<file path="src/rtl/irq_route_pkg.sv">
package irq_route_pkg;
  localparam int IDX_W = 6;
  localparam int SRC_W = 1 << IDX_W;

  function automatic int addr_span(input int ncpu);
    return 2 * ncpu + 3;
  endfunction

  function automatic int addr_raw(input int ncpu);
    return 2 * ncpu;
  endfunction

  function automatic int addr_ipi(input int ncpu);
    return 2 * ncpu + 1;
  endfunction

  function automatic int addr_tmr(input int ncpu);
    return 2 * ncpu + 2;
  endfunction
endpackage

</file>
<file path="src/rtl/irq_reset_sync.sv">
module irq_reset_sync (
  input  logic clk,
  input  logic rst_n,
  output logic rst_core_n
);
  logic [1:0] sync_q;

  always_ff @(posedge clk or negedge rst_n) begin
    if (!rst_n) sync_q <= 2'b00;
    else        sync_q <= {sync_q[0], 1'b1};
  end

  assign rst_core_n = sync_q[1];
endmodule

</file>
<file path="src/rtl/irq_raw_req.sv">
module irq_raw_req #(
  parameter int IDX_W = 6,
  localparam int SRC_W = 1 << IDX_W
) (
  input  logic             clk,
  input  logic             rst_n,
  input  logic             post,
  input  logic [IDX_W-1:0] post_idx,
  input  logic             clr,
  input  logic [IDX_W-1:0] clr_idx,
  output logic [SRC_W-1:0] raw_q
);
  logic [SRC_W-1:0] raw_d;
  logic             raw_en;

  // clear applied first so a post on the same index wins
  always_comb begin
    raw_d  = raw_q;
    raw_en = post | clr;
    if (clr)  raw_d[clr_idx]  = 1'b0;
    if (post) raw_d[post_idx] = 1'b1;
  end

  always_ff @(posedge clk or negedge rst_n) begin
    if (!rst_n)      raw_q <= '0;
    else if (raw_en) raw_q <= raw_d;
  end
endmodule

</file>
<file path="src/rtl/irq_cpu_bank.sv">
module irq_cpu_bank #(
  parameter int NCPU   = 4,
  parameter int SRC_W  = 64,
  parameter int ADDR_W = 4
) (
  input  logic                           clk,
  input  logic                           rst_n,
  input  logic                           wr_en,
  input  logic [ADDR_W-1:0]              wr_addr,
  input  logic [SRC_W-1:0]               wr_data,
  input  logic [SRC_W-1:0]               raw_q,
  output logic [NCPU-1:0][SRC_W-1:0]     mask_q,
  output logic [NCPU-1:0][SRC_W-1:0]     pend,
  output logic [NCPU-1:0]                dev_irq
);
  for (genvar c = 0; c < NCPU; c++) begin : g_cpu
    logic             sel;
    logic [SRC_W-1:0] mask_r;
    logic [SRC_W-1:0] mask_d;

    always_comb begin
      sel    = wr_en && (wr_addr == ADDR_W'(c));
      mask_d = sel ? wr_data : mask_r;
    end

    always_ff @(posedge clk or negedge rst_n) begin
      if (!rst_n)   mask_r <= '0;
      else if (sel) mask_r <= mask_d;
    end

    assign mask_q[c]  = mask_r;
    assign pend[c]    = raw_q & mask_r;
    assign dev_irq[c] = |pend[c];
  end
endmodule

</file>
<file path="src/rtl/irq_flag_vec.sv">
module irq_flag_vec #(
  parameter int NCPU = 4
) (
  input  logic            clk,
  input  logic            rst_n,
  input  logic [NCPU-1:0] set,
  input  logic [NCPU-1:0] clr,
  output logic [NCPU-1:0] flag_q
);
  logic [NCPU-1:0] flag_d;
  logic            flag_en;

  always_comb begin
    flag_d  = (flag_q & ~clr) | set;
    flag_en = |(set | clr);
  end

  always_ff @(posedge clk or negedge rst_n) begin
    if (!rst_n)       flag_q <= '0;
    else if (flag_en) flag_q <= flag_d;
  end
endmodule

</file>
<file path="src/rtl/irq_reg_read.sv">
module irq_reg_read #(
  parameter int NCPU   = 4,
  parameter int SRC_W  = 64,
  parameter int ADDR_W = 4
) (
  input  logic [ADDR_W-1:0]          addr,
  input  logic [NCPU-1:0][SRC_W-1:0] mask_q,
  input  logic [NCPU-1:0][SRC_W-1:0] pend,
  input  logic [SRC_W-1:0]           raw_q,
  input  logic [NCPU-1:0]            ipi_q,
  input  logic [NCPU-1:0]            tmr_q,
  output logic [SRC_W-1:0]           rdata
);
  import irq_route_pkg::*;

  always_comb begin
    rdata = '0;
    for (int c = 0; c < NCPU; c++) begin
      if (addr == ADDR_W'(c))        rdata = mask_q[c];
      if (addr == ADDR_W'(NCPU + c)) rdata = pend[c];
    end
    if (addr == ADDR_W'(addr_raw(NCPU))) rdata = raw_q;
    if (addr == ADDR_W'(addr_ipi(NCPU))) rdata[NCPU-1:0] = ipi_q;
    if (addr == ADDR_W'(addr_tmr(NCPU))) rdata[NCPU-1:0] = tmr_q;
  end
endmodule

</file>
<file path="src/rtl/irq_router.sv">
module irq_router
  import irq_route_pkg::*;
#(
  parameter int NCPU    = 4,
  localparam int ADDR_W = $clog2(addr_span(NCPU))
) (
  input  logic              clk,
  input  logic              rst_n,
  input  logic              dev_post,
  input  logic [IDX_W-1:0]  dev_post_idx,
  input  logic              dev_clr,
  input  logic [IDX_W-1:0]  dev_clr_idx,
  input  logic              timer_tick,
  input  logic [NCPU-1:0]   ipi_req,
  input  logic [NCPU-1:0]   ipi_clr,
  input  logic [NCPU-1:0]   tmr_clr,
  input  logic              reg_wr,
  input  logic [ADDR_W-1:0] reg_addr,
  input  logic [SRC_W-1:0]  reg_wdata,
  output logic [SRC_W-1:0]  reg_rdata,
  output logic [NCPU-1:0]   dev_irq,
  output logic [NCPU-1:0]   ipi_irq,
  output logic [NCPU-1:0]   tmr_irq
);
  logic                          rst_core_n;
  logic [SRC_W-1:0]              raw_q;
  logic [NCPU-1:0][SRC_W-1:0]    mask_q;
  logic [NCPU-1:0][SRC_W-1:0]    pend;

  irq_reset_sync u_rst (
    .clk        (clk),
    .rst_n      (rst_n),
    .rst_core_n (rst_core_n)
  );

  irq_raw_req #(.IDX_W(IDX_W)) u_raw (
    .clk      (clk),
    .rst_n    (rst_core_n),
    .post     (dev_post),
    .post_idx (dev_post_idx),
    .clr      (dev_clr),
    .clr_idx  (dev_clr_idx),
    .raw_q    (raw_q)
  );

  irq_cpu_bank #(.NCPU(NCPU), .SRC_W(SRC_W), .ADDR_W(ADDR_W)) u_bank (
    .clk     (clk),
    .rst_n   (rst_core_n),
    .wr_en   (reg_wr),
    .wr_addr (reg_addr),
    .wr_data (reg_wdata),
    .raw_q   (raw_q),
    .mask_q  (mask_q),
    .pend    (pend),
    .dev_irq (dev_irq)
  );

  irq_flag_vec #(.NCPU(NCPU)) u_ipi (
    .clk    (clk),
    .rst_n  (rst_core_n),
    .set    (ipi_req),
    .clr    (ipi_clr),
    .flag_q (ipi_irq)
  );

  irq_flag_vec #(.NCPU(NCPU)) u_tmr (
    .clk    (clk),
    .rst_n  (rst_core_n),
    .set    ({NCPU{timer_tick}}),
    .clr    (tmr_clr),
    .flag_q (tmr_irq)
  );

  irq_reg_read #(.NCPU(NCPU), .SRC_W(SRC_W), .ADDR_W(ADDR_W)) u_rd (
    .addr   (reg_addr),
    .mask_q (mask_q),
    .pend   (pend),
    .raw_q  (raw_q),
    .ipi_q  (ipi_irq),
    .tmr_q  (tmr_irq),
    .rdata  (reg_rdata)
  );
endmodule

</file>
<file path="config.mk">
export PLATFORM = sky130hd
export DESIGN_NAME = irq_router
export DESIGN_NICKNAME = d
export VERILOG_FILES = /design/src/rtl/irq_route_pkg.sv /design/src/rtl/irq_reset_sync.sv /design/src/rtl/irq_raw_req.sv /design/src/rtl/irq_cpu_bank.sv /design/src/rtl/irq_flag_vec.sv /design/src/rtl/irq_reg_read.sv /design/src/rtl/irq_router.sv
export SDC_FILE = /design/constraint.sdc
export NUM_CORES = 1
export LEC_CHECK = 0
export ABC_AREA = 1
export BUFFER_PORTS_ARGS = -buffer_cell sky130_fd_sc_hd__buf_4
export CAP_MARGIN = 20
export CORE_MARGIN = 2
export CORE_UTILIZATION = 30
export DETAILED_ROUTE_END_ITERATION = 10
export PLACE_DENSITY = 0.48
export SLEW_MARGIN = 40
export SYNTH_ARGS = -nofsm -noshare
export SYNTH_HDL_FRONTEND = slang
export SYNTH_SLANG_ARGS = --single-unit
</file>
<file path="constraint.sdc">
create_clock -name clk -period 12.6 [get_ports clk]
set_clock_uncertainty 0.15 [all_clocks]
set_input_delay 2.52 -clock clk [delete_from_list [all_inputs] [get_ports clk]]
set_output_delay 2.52 -clock clk [all_outputs]
set_load 0.1 [all_outputs]
</file>
==> Word level (Yosys, flattened, before mapping) <==
Index checks and enable logic that the tools add are counted.
{ "word_totals": {"output_inout_bits": 76, "in_bits": 98, "ff_bits": 330} }
{ "op_classes": {"n_mux": 17, "order_cmp": 4, "bitwise": 16, "n_eq_ne": 10, "n_reduce_logical": 13} }
{ "ops": {"columns": ["cell", "n"], "rows": [
  ["64-bit two-way mux", 11],
  ["64-bit AND", 5],
  ["64-bit OR reduction", 4],
  ["64-bit NOT", 1],
  ["64-bit bitwise OR", 1],
  ["4-bit by 3-bit equality test with 1-bit output, second input constant", 4],
  ["4-bit bitwise OR", 4],
  ["6-bit by 7-bit < comparator with 1-bit output, second input constant", 2],
  ["1-bit demux with 6-bit select", 2],
  ["4-bit equality test, second input constant", 3],
  ["6-bit by 1-bit greater-or-equal comparator with 1-bit output, second input constant", 2],
  ["4-bit AND", 2],
  ["4-bit by 2-bit equality test with 1-bit output, second input constant", 2],
  ["4-bit two-way mux", 2],
  ["4-bit NOT", 2],
  ["4-bit OR reduction", 2],
  ["1-bit logical AND", 6],
  ["4-bit by 1-bit equality test with 1-bit output, second input constant", 1],
  ["4-bit logical NOT", 1],
  ["1-bit two-way mux", 2],
  ["1-bit bitwise OR", 1]
]} }

==> Longest topological paths before layout <==
{ "logic_depth": {"ltp_word": 12, "mapped_depth": 11} }

==> Modules after synthesis <==
Synthesis repeated with hierarchy kept, for this count alone.
{ "unflattened": {"cells_unflattened": 3068, "hier_area_um2": 20475.9} }
{ "by_module_without_submodules": {"columns": ["mod", "seq_area_each_um2", "cells_per_inst", "area_per_inst_um2", "n_inst"], "rows": [
  ["irq_cpu_bank", 6406.1, 1630, 12839.8, 1],
  ["irq_reg_read", 0.0, 1005, 4282.9, 1],
  ["irq_raw_req", 1601.5, 390, 2979.1, 1],
  ["irq_flag_vec", 100.1, 20, 160.2, 2],
  ["irq_reset_sync", 50.0, 3, 53.8, 1]
]} }

==> Worst setup path before layout <==
OpenSTA, ideal clock, no wires.
{ "synth_timing": {"kind": "input to output", "start": "input reg_addr[0]", "end": "output reg_rdata[10]", "slack_ps": 5596, "t_required_ps": 9930, "path_stages": 9, "t_arrival_ps": 4334, "cell_sequence": "inv_1 -> nand2_1 -> nor2_4 -> inv_2 -> buf_2 -> clkbuf_1 -> nor2_1 -> nor2_1 -> nand4_1"} }
{ "synth_via": {"elab_chain_len": 10, "word_cells_on_any_way": 18, "classes_between": "8 x eq/ne; 9 x mux; 1 x reduce/logical"} }
{ "synth_lines": {"columns": ["element", "line", "text"], "rows": [
  ["start: declaration", "irq_router.sv:18", "input logic [ADDR_W-1:0] reg_addr,"],
  ["4-bit logical NOT", "irq_reg_read.sv:19", "if (addr == ADDR_W'(c)) rdata = mask_q[c];"],
  ["64-bit two-way mux", "irq_reg_read.sv:19", null],
  ["64-bit two-way mux", "irq_reg_read.sv:20", "if (addr == ADDR_W'(NCPU + c)) rdata = pend[c];"],
  ["64-bit two-way mux", "irq_reg_read.sv:19", null],
  ["64-bit two-way mux", "irq_reg_read.sv:20", null],
  ["64-bit two-way mux", "irq_reg_read.sv:19", null],
  ["64-bit two-way mux", "irq_reg_read.sv:20", null],
  ["64-bit two-way mux", "irq_reg_read.sv:19", null],
  ["64-bit two-way mux", "irq_reg_read.sv:20", null],
  ["64-bit two-way mux *", "irq_reg_read.sv:22", "if (addr == ADDR_W'(addr_raw(NCPU))) rdata = raw_q;"],
  ["end: declaration", "irq_router.sv:20", "output logic [SRC_W-1:0] reg_rdata,"]
]} }
Mark *: on every way between the ends. The rest lies on a longest branch, timed or not.

==> Worst setup path after layout <==
{ "layout_timing": {"start": "input reg_addr[3]", "end": "output reg_rdata[46]"} }
Same word-level chain as after synthesis.

==> impl_metrics.ini <==
[detailed_routing]
routedWlPerCell_um = 20.3
final_antenna_net_count = 0
via_per_inst = 5.25
first_pass_iters = 6
routedLengthMet1_um = 31800
wl_met3_um = 4750
wl_met2_um = 31900
top_layer_used = met5
wl_um = 70100
route.detailed.drc = 0
drt_iter0_drc = 1694
vias = 18101

[final_layout]
area_growth_pct = 17.3
nFillCells = 6359
fin_nets = 2731
final_cells = 3445
diodes = 0
drive_gt1_share_pct = 10.6
regArea_um2 = 8260
multiInputGateArea_um2 = 8510

[clocking]
cts_tree = built
post_cts_resize_count = 0
clockBufferDepth = 3
cts-root-buf = clkbuf_16
clkLatencyLatePin_ns = 0.56
clock_sinks = 330
cts_hold_buf = 0
cts_buffers = 40
post_cts_buffers = 0
cts_max_level = 2
cts.clk_slew.worst_paths_ns = 0.06

[placement]
hpwl_um = 49700
io_buffers = 173
dp_cells = 3372
gp_congestion = 0.881

[yosys]
syn-num-nets = 2672
netlist.area_leader.share_pct = 45.3
yosys_warnings = 0
synthTopCellsByArea = dfrtp_1 45%, nand2_1 17%, o21ai_0 9.9%
synth_common_cells = 840 x nand2_1, 362 x o21ai_0, 330 x dfrtp_1
synth_most_common_cell = nand2_1
synthesis.area_um2 = 18200
synth.avg_cell_area_um2 = 7.08
ys_seq_area_share_pct = 45.3
post_synth_inst_count = 2574
synth_edf_count = 0
yosysUniqueCellTypes = 34
async_flop_share_pct = 100
yosysTopAreaCell = dfrtp_1
ys_ff_latch = 330
synthFlopType = dfrtp_1

[setup_path]
cp_max_fo = 49
r2r-end = u_bank.g_cpu[1].mask_r[32]
crit_type = primary input to primary output
crit_path_start = reg_addr[3]
worstPathArrival_ns = 5.50
worstPathRequired_ns = 9.93
end_kind = primary output
worst-r2r-cell-count = 4
timing.rr.start = u_rst.sync_q[1]
start_kind = primary input
reg2reg_setup_slack_ns = 9.77

[timing]
setup_viol = 0
slew_headroom_pct = 44.6
worstMarginPinSlew_ns = 0.828
rsz0062_at_grt = no
slew_viol_final = 0
finalCritPeriodShare_pct = 64.9
finalHoldViolations = 0
max_freq_ghz = 0.122
fin_crit_ns = 8.17
setup_tns_ns = 0

[global_route]
grt_pass1_wl_um = 107000
grt_overflow = 0
grt_antenna_before_repair = 4
grt_usage_pct = 22.2
grt_max_degree = 103
grt_pass1_vias = 16944

[power_and_ir_drop]
p_leak_nw = 9.58
power_density_nw_per_um2 = 167
vdd_drop_max_uv = 80.4

[floorplan]
start_util_pct = 30.3
die_x_um = 251
ios = 174
coreArea_um2 = 60200
rows = 90
dieHeight_um = 251
dieArea_um2 = 62800

[run]
max_cap_viol_count = 0

[outcome]
status = complete, no violations

[hold_path]
hold_class = flop to asynchronous set/reset pin
==> worst max path at each step <==
stage | end | slack [ns] | cells after the start
finish | reg_rdata[46] | 4.43 | 12
global route | reg_rdata[46] | 4.22 | 12
CTS | reg_rdata[46] | 4.42 | 12
detailed placement | reg_rdata[61] | 4.43 | 12
global placement | reg_rdata[58] | 4.49 | 10
floorplan | u_bank.g_cpu[0].mask_r[0] | 2.57 | 0
==> metrics by stage <==
stage	total power (W)	util [%]	instance area [um2]	hold slack [ns]	setup WS, ns
CTS	0.00359	35.5	21400	0.166	4.42
global placement	0.00233	33.0	19900	0.187	4.49
detailed placement	0.00234	33.2	20000	0.163	4.43
floorplan	0.00204	-	18200	0.181	2.57
finish	0.00356	35.5	21400	0.150	4.43
global route	0.00375	35.5	21400	0.193	4.22
==> state kept, by name (all words and copies together) (netlist names) <==
signal,flops
u_bank.g_cpu.mask_r,256
u_ipi.flag_q,4
u_rst.sync_q,2
u_raw.raw_q,64
u_tmr.flag_q,4
==> cell families (layout without fill, tap and decap cells) <==
kind of cell           after synthesis  in the layout  synth area share, %
other                                1              1               0.0206
DFF                                330            330                 45.3
and+or+nand+nor                   1394           1394                 33.0
AOI/OAI and AO/OA                  480            480                 13.3
buffers and inverters              369            458                 8.38
==> routing by layer <==
metal	global-route usage (%)	vias up
met3	3.81	104
met5	0	-
met4	5.77	4
li1	-	8630
met2	35.2	647
met1	31.3	8716
==> report_power, final <==
group / leakage (nW) / internal [W] / switching [W]
Clock: 0.668 / 0.000741 / 0.000492
Combinational: 4.73 / 0.000231 / 0.000548
Sequential: 4.18 / 0.00127 / 0.000281
==> worst max-delay path: stages <==
cell,delay [ns]
buf_4,0.12
nor2_2,0.53
inv_2,0.14
nor2_4,0.10
buf_4,0.59
inv_2,0.52
o21ai_0,0.24
inv_1,0.06
nand4_1,0.09
o21ai_0,0.09
nand3_1,0.13
buf_4,0.30
==> area by class of cell <==
type	count	area share, %
Clock buffer	55	5.37
Clock inverter	17	1.06
Inverter	193	3.41
Multi-Input combinational cell	1875	39.8
Sequential cell	330	38.6
Tap cell	782	4.57
Timing Repair Buffer	193	7.19
==> cell usage in the layout, fill, tap and decap left out, types with 6 or more instances in the layout <==
master	count
a21oi_1	9
buf_4	184
clkbuf_1	7
clkbuf_16	42
clkbuf_8	7
clkinv_2	6
dfrtp_1	329
inv_1	187
nand2_1	837
nand3_1	175
nand4_1	177
nor2_1	151
nor2_4	6
nor3_1	15
nor4_1	11
o21ai_0	362
o21ai_1	101
(Power assumes the default switching activity.)
